--- src/rtl/sysreg_gate_pkg.sv ---
// Package: shared outcome type and the fixed constants of the access gate.
// Assumes: a single register at a single encoding; constants are not
// changed per instance.
package sysreg_gate_pkg;

    // Outcome chosen for one request
    typedef enum logic [2:0] {
        ACT_NONE   = 3'd0,
        ACT_UNDEF  = 3'd1,
        ACT_TRAP   = 3'd2,
        ACT_REDIR  = 3'd3,
        ACT_DIRECT = 3'd4
    } act_e;

    // Encoding that selects the register
    localparam logic [1:0] ENC_OP0 = 2'b11;
    localparam logic [2:0] ENC_OP1 = 3'b100;
    localparam logic [3:0] ENC_CRN = 4'b0001;
    localparam logic [3:0] ENC_CRM = 4'b0001;
    localparam logic [2:0] ENC_OP2 = 3'b011;

    // Low control bits kept by the register (bits 14 and 4 reserved)
    localparam int          CTL_BITS = 16;
    localparam logic [15:0] CTL_KEEP = 16'hBFEF;

endpackage

--- src/rtl/sr_match.sv ---
// Module: sr_match
// Compares the five encoding fields of a request with one fixed encoding.
// Assumes: fields are stable while req is sampled; purely combinational.
module sr_match #(
    parameter int          OP0_W = 2,
    parameter int          OP1_W = 3,
    parameter int          CR_W  = 4,
    parameter int          OP2_W = 3,
    parameter logic [1:0]  K_OP0 = 2'b11,
    parameter logic [2:0]  K_OP1 = 3'b100,
    parameter logic [3:0]  K_CRN = 4'b0001,
    parameter logic [3:0]  K_CRM = 4'b0001,
    parameter logic [2:0]  K_OP2 = 3'b011
) (
    input  logic [OP0_W-1:0] op0,
    input  logic [OP1_W-1:0] op1,
    input  logic [CR_W-1:0]  crn,
    input  logic [CR_W-1:0]  crm,
    input  logic [OP2_W-1:0] op2,
    output logic             hit
);
    // Full-field equality against the selected encoding
    always_comb begin
        hit = (op0 == K_OP0) && (op1 == K_OP1) && (crn == K_CRN) &&
              (crm == K_CRM) && (op2 == K_OP2);
    end
endmodule

--- src/rtl/sr_policy.sv ---
// Module: sr_policy
// Chooses the outcome of a request from the encoding hit, the privilege
// level and the virtualisation controls.
// Assumes: priv is 0..3; combinational, no state.
module sr_policy
    import sysreg_gate_pkg::*;
#(
    parameter int PRIV_W = 2
) (
    input  logic              hit,
    input  logic [PRIV_W-1:0] priv,
    input  logic              hyp_en,
    input  logic              nv2,
    input  logic              nv,
    output act_e              act
);
    localparam logic [PRIV_W-1:0] LVL_USER = PRIV_W'(0);
    localparam logic [PRIV_W-1:0] LVL_KERN = PRIV_W'(1);

    // Priority: miss, user level, kernel level controls, upper levels
    always_comb begin
        if (!hit) begin
            act = ACT_NONE;
        end else if (priv == LVL_USER) begin
            act = ACT_UNDEF;
        end else if (priv == LVL_KERN) begin
            if (hyp_en && nv && nv2)
                act = ACT_REDIR;
            else if (hyp_en && nv)
                act = ACT_TRAP;
            else
                act = ACT_UNDEF;
        end else begin
            act = ACT_DIRECT;
        end
    end
endmodule

--- src/rtl/sr_ctl_reg.sv ---
// Module: sr_ctl_reg
// Holds the trap-control register; only bits set in KEEP are stored.
// Assumes: reset value is a model convenience, not a defined value.
module sr_ctl_reg #(
    parameter int               DATA_W = 64,
    parameter logic [DATA_W-1:0] KEEP  = '1
) (
    input  logic              clk,
    input  logic              rst_n,
    input  logic              we,
    input  logic [DATA_W-1:0] wdata,
    output logic [DATA_W-1:0] q
);
    // Per-bit storage; reserved bits become constant zero
    for (genvar b = 0; b < DATA_W; b++) begin : g_bit
        if (KEEP[b]) begin : g_kept
            logic bit_q;
            // Store one writable control bit
            always_ff @(posedge clk) begin
                if (!rst_n)
                    bit_q <= 1'b0;
                else if (we)
                    bit_q <= wdata[b];
            end
            assign q[b] = bit_q;
        end else begin : g_rsvd
            assign q[b] = 1'b0;
        end
    end
endmodule

--- src/rtl/sysreg_gate.sv ---
// Module: sysreg_gate (top)
// Gates system-register instructions to the trap-control register by
// privilege level and registers a one-cycle-late response.
// Assumes: at most one request per cycle; memory and exception entry are
// handled by the consumer of the response.
module sysreg_gate
    import sysreg_gate_pkg::*;
#(
    parameter int          DATA_W    = 64,
    parameter int          PRIV_W    = 2,
    parameter int          EC_W      = 6,
    parameter int          OFF_W     = 12,
    parameter logic [5:0]  TRAP_EC   = 6'h18,
    parameter logic [11:0] REDIR_OFF = 12'h080
) (
    input  logic              clk,
    input  logic              rst_n,
    input  logic              req_valid,
    input  logic              req_write,
    input  logic [1:0]        req_op0,
    input  logic [2:0]        req_op1,
    input  logic [3:0]        req_crn,
    input  logic [3:0]        req_crm,
    input  logic [2:0]        req_op2,
    input  logic [PRIV_W-1:0] req_priv,
    input  logic              hyp_en,
    input  logic              nv2,
    input  logic              nv,
    input  logic [DATA_W-1:0] req_wdata,
    output logic              rsp_valid,
    output logic              rsp_hit,
    output logic [DATA_W-1:0] rsp_rdata,
    output logic              rsp_undef,
    output logic              rsp_trap,
    output logic [EC_W-1:0]   rsp_ec,
    output logic              rsp_redir,
    output logic              rsp_redir_wr,
    output logic [OFF_W-1:0]  rsp_redir_off,
    output logic [DATA_W-1:0] rsp_redir_wdata
);
    localparam logic [DATA_W-1:0] KEEP_MASK = DATA_W'(CTL_KEEP);
    localparam logic [EC_W-1:0]   EC_VAL    = EC_W'(TRAP_EC);
    localparam logic [OFF_W-1:0]  OFF_VAL   = OFF_W'(REDIR_OFF);

    logic              enc_hit;
    act_e              act;
    logic              ctl_we;
    logic [DATA_W-1:0] ctl_q;

    sr_match u_match (
        .op0 (req_op0),
        .op1 (req_op1),
        .crn (req_crn),
        .crm (req_crm),
        .op2 (req_op2),
        .hit (enc_hit)
    );

    sr_policy #(.PRIV_W(PRIV_W)) u_policy (
        .hit    (enc_hit),
        .priv   (req_priv),
        .hyp_en (hyp_en),
        .nv2    (nv2),
        .nv     (nv),
        .act    (act)
    );

    // Direct writes only reach the register
    always_comb begin
        ctl_we = req_valid && req_write && (act == ACT_DIRECT);
    end

    sr_ctl_reg #(.DATA_W(DATA_W), .KEEP(KEEP_MASK)) u_ctl (
        .clk   (clk),
        .rst_n (rst_n),
        .we    (ctl_we),
        .wdata (req_wdata),
        .q     (ctl_q)
    );

    // Register the response fields one cycle after the request
    always_ff @(posedge clk) begin
        if (!rst_n) begin
            rsp_valid       <= 1'b0;
            rsp_hit         <= 1'b0;
            rsp_rdata       <= '0;
            rsp_undef       <= 1'b0;
            rsp_trap        <= 1'b0;
            rsp_ec          <= '0;
            rsp_redir       <= 1'b0;
            rsp_redir_wr    <= 1'b0;
            rsp_redir_off   <= '0;
            rsp_redir_wdata <= '0;
        end else begin
            rsp_valid       <= req_valid;
            rsp_hit         <= req_valid && (act != ACT_NONE);
            rsp_rdata       <= (req_valid && !req_write && act == ACT_DIRECT) ? ctl_q : '0;
            rsp_undef       <= req_valid && (act == ACT_UNDEF);
            rsp_trap        <= req_valid && (act == ACT_TRAP);
            rsp_ec          <= (req_valid && act == ACT_TRAP) ? EC_VAL : '0;
            rsp_redir       <= req_valid && (act == ACT_REDIR);
            rsp_redir_wr    <= req_valid && (act == ACT_REDIR) && req_write;
            rsp_redir_off   <= (req_valid && act == ACT_REDIR) ? OFF_VAL : '0;
            rsp_redir_wdata <= (req_valid && act == ACT_REDIR && req_write) ? req_wdata : '0;
        end
    end

    // Checks on the response path
    assert_rsp_follows_R8: assert property (@(posedge clk) disable iff (!rst_n)
        req_valid |=> rsp_valid);
    assert_no_spurious_R8: assert property (@(posedge clk) disable iff (!rst_n)
        !req_valid |=> !rsp_valid);
    assert_single_outcome_R8: assert property (@(posedge clk) disable iff (!rst_n)
        rsp_valid |-> $onehot0({rsp_undef, rsp_trap, rsp_redir}));
    assert_miss_quiet_R1: assert property (@(posedge clk) disable iff (!rst_n)
        (req_valid && !enc_hit) |=> (!rsp_hit && !rsp_undef && !rsp_trap && !rsp_redir));
    assert_user_undef_R2: assert property (@(posedge clk) disable iff (!rst_n)
        (req_valid && enc_hit && req_priv == '0) |=> rsp_undef);
    assert_redir_offset_R3: assert property (@(posedge clk) disable iff (!rst_n)
        rsp_redir |-> (rsp_redir_off == OFF_VAL));
    assert_trap_class_R4: assert property (@(posedge clk) disable iff (!rst_n)
        rsp_trap |-> (rsp_ec == EC_VAL));
    assert_kern_undef_R5: assert property (@(posedge clk) disable iff (!rst_n)
        (req_valid && enc_hit && req_priv == PRIV_W'(1) && !(hyp_en && nv)) |=> rsp_undef);
    assert_rsvd_zero_R7: assert property (@(posedge clk) disable iff (!rst_n)
        rsp_valid |-> ((rsp_rdata & ~KEEP_MASK) == '0));
    assert_low_priv_hold_R9: assert property (@(posedge clk) disable iff (!rst_n)
        (req_valid && req_priv < PRIV_W'(2)) |=> $stable(ctl_q));
endmodule

--- config.mk ---
export PLATFORM = sky130hd
export DESIGN_NAME = sysreg_gate
export DESIGN_NICKNAME = d
export VERILOG_FILES = /design/src/rtl/sysreg_gate_pkg.sv /design/src/rtl/sr_match.sv /design/src/rtl/sr_policy.sv /design/src/rtl/sr_ctl_reg.sv /design/src/rtl/sysreg_gate.sv
export SDC_FILE = /design/constraint.sdc
export NUM_CORES = 1
export LEC_CHECK = 0
export ABC_AREA = 1
export BUFFER_PORTS_ARGS = -buffer_cell sky130_fd_sc_hd__buf_2
export CORE_ASPECT_RATIO = 0.9
export CORE_MARGIN = 5
export CORE_UTILIZATION = 52
export DETAILED_ROUTE_END_ITERATION = 6
export GPL_TIMING_DRIVEN = 0
export PLACE_DENSITY = 0.86
export SYNTH_ARGS = -nofsm -noshare
export SYNTH_HDL_FRONTEND = slang
export SYNTH_HIERARCHICAL = 1
export SYNTH_SLANG_ARGS = --single-unit
--- constraint.sdc ---
create_clock -name clk -period 4.2 [get_ports clk]
set_input_delay 0 -clock clk [delete_from_list [all_inputs] [get_ports clk]]
set_output_delay 0 -clock clk [all_outputs]
set_load 0.02 [all_outputs]
Word-level counts from Yosys, hierarchy flattened
Cells that the tools add are included.
{ "word_totals": {"elab_cells": 62, "ff_bits": 166, "out_inout_bits": 152} }
{ "op_classes": {"n_reduce_logical": 20, "eq_ne": 10, "n_mux": 7} }
{ "ops": {"columns": ["operator", "count"], "rows": [
  ["1-bit logical AND", 15],
  ["3-bit 2-to-1 mux", 4],
  ["3-bit by 2-bit equality test with 1-bit output (second input constant)", 3],
  ["4-bit by 1-bit equality test with 1-bit output (second input constant)", 2],
  ["8-bit 2-to-1 mux", 1],
  ["3-bit equality test (second input constant)", 2],
  ["5-bit 2-to-1 mux", 1],
  ["2-bit AND reduction", 2],
  ["3-bit by 1-bit equality test with 1-bit output (second input constant)", 1],
  ["3-bit nonzero test", 1],
  ["2-bit by 1-bit equality test with 1-bit output (second input constant)", 1],
  ["2-bit equality test (second input constant)", 1],
  ["2-bit zero test", 1],
  ["2-bit 2-to-1 mux", 1],
  ["1-bit zero test", 1]
]} }

Depth between registers and ports, before layout
{ "depth": {"ltp_word": 10, "ltp_mapped": 16, "mapped_depth_nobuf": 13} }

Modules after synthesis
The synthesis kept the hierarchy.
{ "by_module_without_submodules": {"columns": ["module", "cells_per_inst", "area_each_um2", "n_inst"], "rows": [
  ["sysreg_gate", 449, 4468.0, 1],
  ["sr_ctl_reg", 153, 1068.5, 1],
  ["sr_match", 24, 90.1, 1],
  ["sr_policy", 11, 45.0, 1]
]} }

Least setup slack after synthesis
OpenSTA, ideal clock, no wires.
{ "synth_path": {"path_type": "input to register", "start": "input port req_crn[3]", "end": "register u_ctl.g_bit[0].g_kept.bit_q", "arrival_time_ns": 1.484, "required_time_ns": 4.087, "path_slack_ns": 2.603, "setup_ns": 0.113, "n_path_buf": 3, "path_stages": 15, "path_cell_list": "inv_1 > nand2_1 > nor2_1 > nand2_1 > nor2_1 > nand2_2 > nor2_1 > inv_1 > nand3_1 > clkbuf_1 > nor2_1 > buf_6 > buf_6 > nor2_1 > nor2_1"} }
{ "synth_via": {"elab_chain_len": 7} }
{ "synth_rtl": {"columns": ["item", "line_no", "rtl"], "rows": [
  ["from (decl)", "sysreg_gate.sv:22", "input logic [3:0] req_crn,"],
  ["4-bit by 1-bit equality test with 1-bit output", "sr_match.sv:24", "hit = (op0 == K_OP0) && (op1 == K_OP1) && (crn == K_CRN) &&"],
  ["1-bit logical AND (2 in series)", "sr_match.sv:24", null],
  ["1-bit logical AND", "sr_match.sv:25", "(crm == K_CRM) && (op2 == K_OP2);"],
  ["named net enc_hit", "sysreg_gate.sv:45", "logic enc_hit;"],
  ["3-bit 2-to-1 mux", "sr_policy.sv:22", "if (!hit) begin"],
  ["named net act[0]", "sysreg_gate.sv:46", "act_e act;"],
  ["3-bit equality test", "sysreg_gate.sv:70", "ctl_we = req_valid && req_write && (act == ACT_DIRECT);"],
  ["1-bit logical AND", "sysreg_gate.sv:70", null],
  ["named net ctl_we", "sysreg_gate.sv:47", "logic ctl_we;"],
  ["to (signal assigned)", "sr_ctl_reg.sv:23", "bit_q <= wdata[b];"],
  ["to (decl)", "sr_ctl_reg.sv:17", "logic bit_q;"]
]} }
The timed path passes the listed nets, and every way through them passes these cells.
A chain may end at the register's enable or synchronous reset.

Worst setup path in the final report
{ "layout_path": {"start": "input port req_priv[1]", "end": "register u_ctl.g_bit[3].g_kept.bit_q"} }
{ "layout_via": {"elab_chain_len": 6, "elab_cells_between_ends": 7, "classes_between": "eq/ne: 2; mux: 3; reduce/logical: 2"} }
{ "layout_rtl": {"columns": ["item", "line_no", "rtl"], "rows": [
  ["from (decl)", "sysreg_gate.sv:25", "input logic [PRIV_W-1:0] req_priv,"],
  ["2-bit by 1-bit equality test with 1-bit output", "sr_policy.sv:26", "end else if (priv == LVL_KERN) begin"],
  ["3-bit 2-to-1 mux", "sr_policy.sv:26", null],
  ["3-bit 2-to-1 mux (*)", "sr_policy.sv:24", "end else if (priv == LVL_USER) begin"],
  ["3-bit 2-to-1 mux (*)", "sr_policy.sv:22", null],
  ["named net act[0]", "sysreg_gate.sv:46", null],
  ["3-bit equality test (*)", "sysreg_gate.sv:70", null],
  ["1-bit logical AND (*)", "sysreg_gate.sv:70", null],
  ["named net ctl_we", "sysreg_gate.sv:47", null],
  ["to (signal assigned)", "sr_ctl_reg.sv:23", null],
  ["to (decl)", "sr_ctl_reg.sv:17", null]
]} }
Mark *: on every way through the listed nets, which the timed path passes. The rest lies on a longest branch.

==> out/results.txt <==
1st-iter DRT viols: 245
Leak: 4.42 nW
Pwr Density: 361 nW/um^2
Synth Cell Area: 5670 um^2
Post-DP HPWL: 9960 um
Critical path type: primary input to flop
Detail Route Antenna Nets: 0
Die width: 120 um
Setup violators final: 0
I/O pin cnt: 241
GR Overflow Total: 0
Total GRT Usage: 25.5%
Vias in the first global route: 5,163
First-pass GRT wire length: 25,500 um
Max Slew Vio Count: 0
CTS Buffer Depth: 2
Residual DRC: 0
Layout Nets: 1,102
DR WL/cell: 14.1 um
YS warnings: 6
Maxcap violations: 0
Yosys cell types: 18
Clock period minus worst slack: 1.93 ns
Placed cell areas: 7200 um^2
Leading cell type in the layout, fill and taps excluded: buf_2
Reg2Reg Setup Slack: 3.46 ns
CP Max Fanout: 10
Worst VDD drop: 0.250 mV
Post-synth top area share: 52.2%
Status: complete, no violations
Num rows: 36
Slew HR: 63.0%
Seq/Total Area, Yosys: 52.2%
Total clock buffers created by CTS: 17
Setup_tns: 0 ns
Final hold slack: 0.0590 ns
Final hold violations: 0
Clock latency on the worst-skew pair: 0.41 ns
Final Cell Area: 8450 um^2
Vias/cell: 4.23
TritonCTS sink count: 148
Flop and latch count out of synthesis: 148
GP Congestion: 0.802
Syn Inst Count: 637
CP arrival: 2.23 ns
Largest net degree at the start of global routing: 17
Synth area leader: dfxtp_1
Unrepaired setup endpoints after global routing: false
Share of layout cells above drive strength 1: 39.6%
Initial core utilization: 52.7%
Die height: 109 um
HP Class: primary input to flop
Avg Cell Area, Syn: 8.90 um^2
WP data required: 4.50 ns
Post-Route WL: 16,400 um
Root buffer cell: clkbuf_16
Area Growth Syn to Fin: 49.0%
H-tree levels: 4
Final Core Density: 78.5%
Die ar.: 13,100 um^2
Placeable core area: 10,800 um^2
Initial antenna violation count: 0
Commonest cells after routing, fill and taps aside: 231 x buf_2, 159 x inv_1, 148 x dfxtp_1
Post-cts gate resize count: 0
Fmax: 0.518 GHz
Final period utilization: 46.0%
Clock transition at path regs: 0.06 ns
Top cells by area, synth: dfxtp_1 52%, buf_4 11%, inv_1 11%, nor2_4 9.7%, nor3_1 5.8%
Kind of start point of the critical path: primary input
Port-buffer cells: 225
Endpoint type of the worst setup path: flop
CTS tree: yes
Setup Skew: 0.00369 ns
TritonRoute pass-1 iters: 4
Worst-Margin Slew: 0.555 ns
Pwr Total: 3.05 mW
Via count: 4,915
layout make-up:
cell class	instances	area (um^2)
repair buffers	294	1820
clock buffers	20	447
fillers	681	2320
multi-input cells	286	1540
inverters	160	601
diodes	2	5.00
flip-flops and latches	148	2960
well taps	133	166
clock inverters	12	106
plain buffers	106	803
synthesized netlist by cell type:
master / n
nand2_2: 2
inv_2: 1
buf_1: 1
nand3_2: 1
inv_1: 159
buf_4: 83
a31oi_1: 1
buf_8: 5
conb_1: 2
dfxtp_1: 148
nand3_1: 3
nor2_4: 49
buf_2: 6
nand2_1: 44
nor2_1: 55
buf_6: 4
clkbuf_1: 7
nor3_1: 66
worst paths after layout:
check | from | depth (start not counted) | endpoint
hold reg to reg | u_ctl/g_bit[7].g_kept.bit_q$_SDFFE_PN0P_ | 2 | u_ctl/g_bit[7].g_kept.bit_q$_SDFFE_PN0P_
setup reg to reg | u_ctl/g_bit[0].g_kept.bit_q$_SDFFE_PN0P_ | 3 | rsp_rdata[0]$_SDFF_PN0_
hold / removal | req_priv[0] | 5 | rsp_redir$_SDFF_PN0_
setup / recovery | req_priv[1] | 13 | u_ctl/g_bit[3].g_kept.bit_q$_SDFFE_PN0P_
where the power goes:
part / switching [mW] / internal, mW
logic: 0.108 / 0.126
clock network: 0.585 / 0.830
registers: 0.0000842 / 1.40
total: 0.694 / 2.36
worst max-delay path, cell delays in order:
cell	delay (ns)
dlygate4sd3_1	0.53
buf_2	0.14
inv_2	0.05
nand2_2	0.05
nor2_1	0.22
inv_1	0.11
nand3_1	0.13
clkbuf_1	0.42
nor2_1	0.11
buf_6	0.16
buf_6	0.14
nor2_1	0.12
nor2_1	0.05
sequential cells by signal, summed over array words and instances, names as in the netlist:
register and count:
rsp_redir 1, u_ctl/g_bit.g_kept.bit_q 14, rsp_rdata 64, rsp_undef 1, rsp_valid 1, rsp_redir_wr 1, rsp_ec 1, rsp_hit 1
rsp_redir_wdata 64
through the flow:
| step | instances | setup slack [ns] |
|---|---|---|
| 6_report | 1161 | 2.27 |
| 5_1_grt | 1159 | 2.08 |
| 4_1_cts | 1159 | 2.33 |
| 3_5_place_dp | 1058 | 2.00 |
| 3_3_place_gp | 1058 | 2.10 |
| 2_1_floorplan | 700 | 2.60 |
cell families (layout without fill, tap and decap cells):
family | after synthesis | after routing | share of synthesized area [%]
DFF | 148 | 148 | 52.2
buffers and inverters | 266 | 592 | 24.8
AOI/OAI and AO/OA | 1 | 1 | 0.110
and+or+nand+nor | 220 | 220 | 22.8
other | 2 | 67 | 0.132
per-layer routing:
metal / up-vias / routed length, um / global-route usage [%]
li1: 2428 / - / -
met5: - / 0 / 0
met4: 0 / 844 / 14.1
met3: 55 / 1260 / 8.92
met1: 2203 / 5820 / 25.4
met2: 229 / 8500 / 46.7
what timing repair did:
item / 4_1_cts / 5_1_grt
setup endpoints to repair: 0 / 0
hold endpoints to repair: 83 / 0
setup buffers: 0 / 0
hold buffers: 69 / 0
Power figures use the tool's default switching activity.
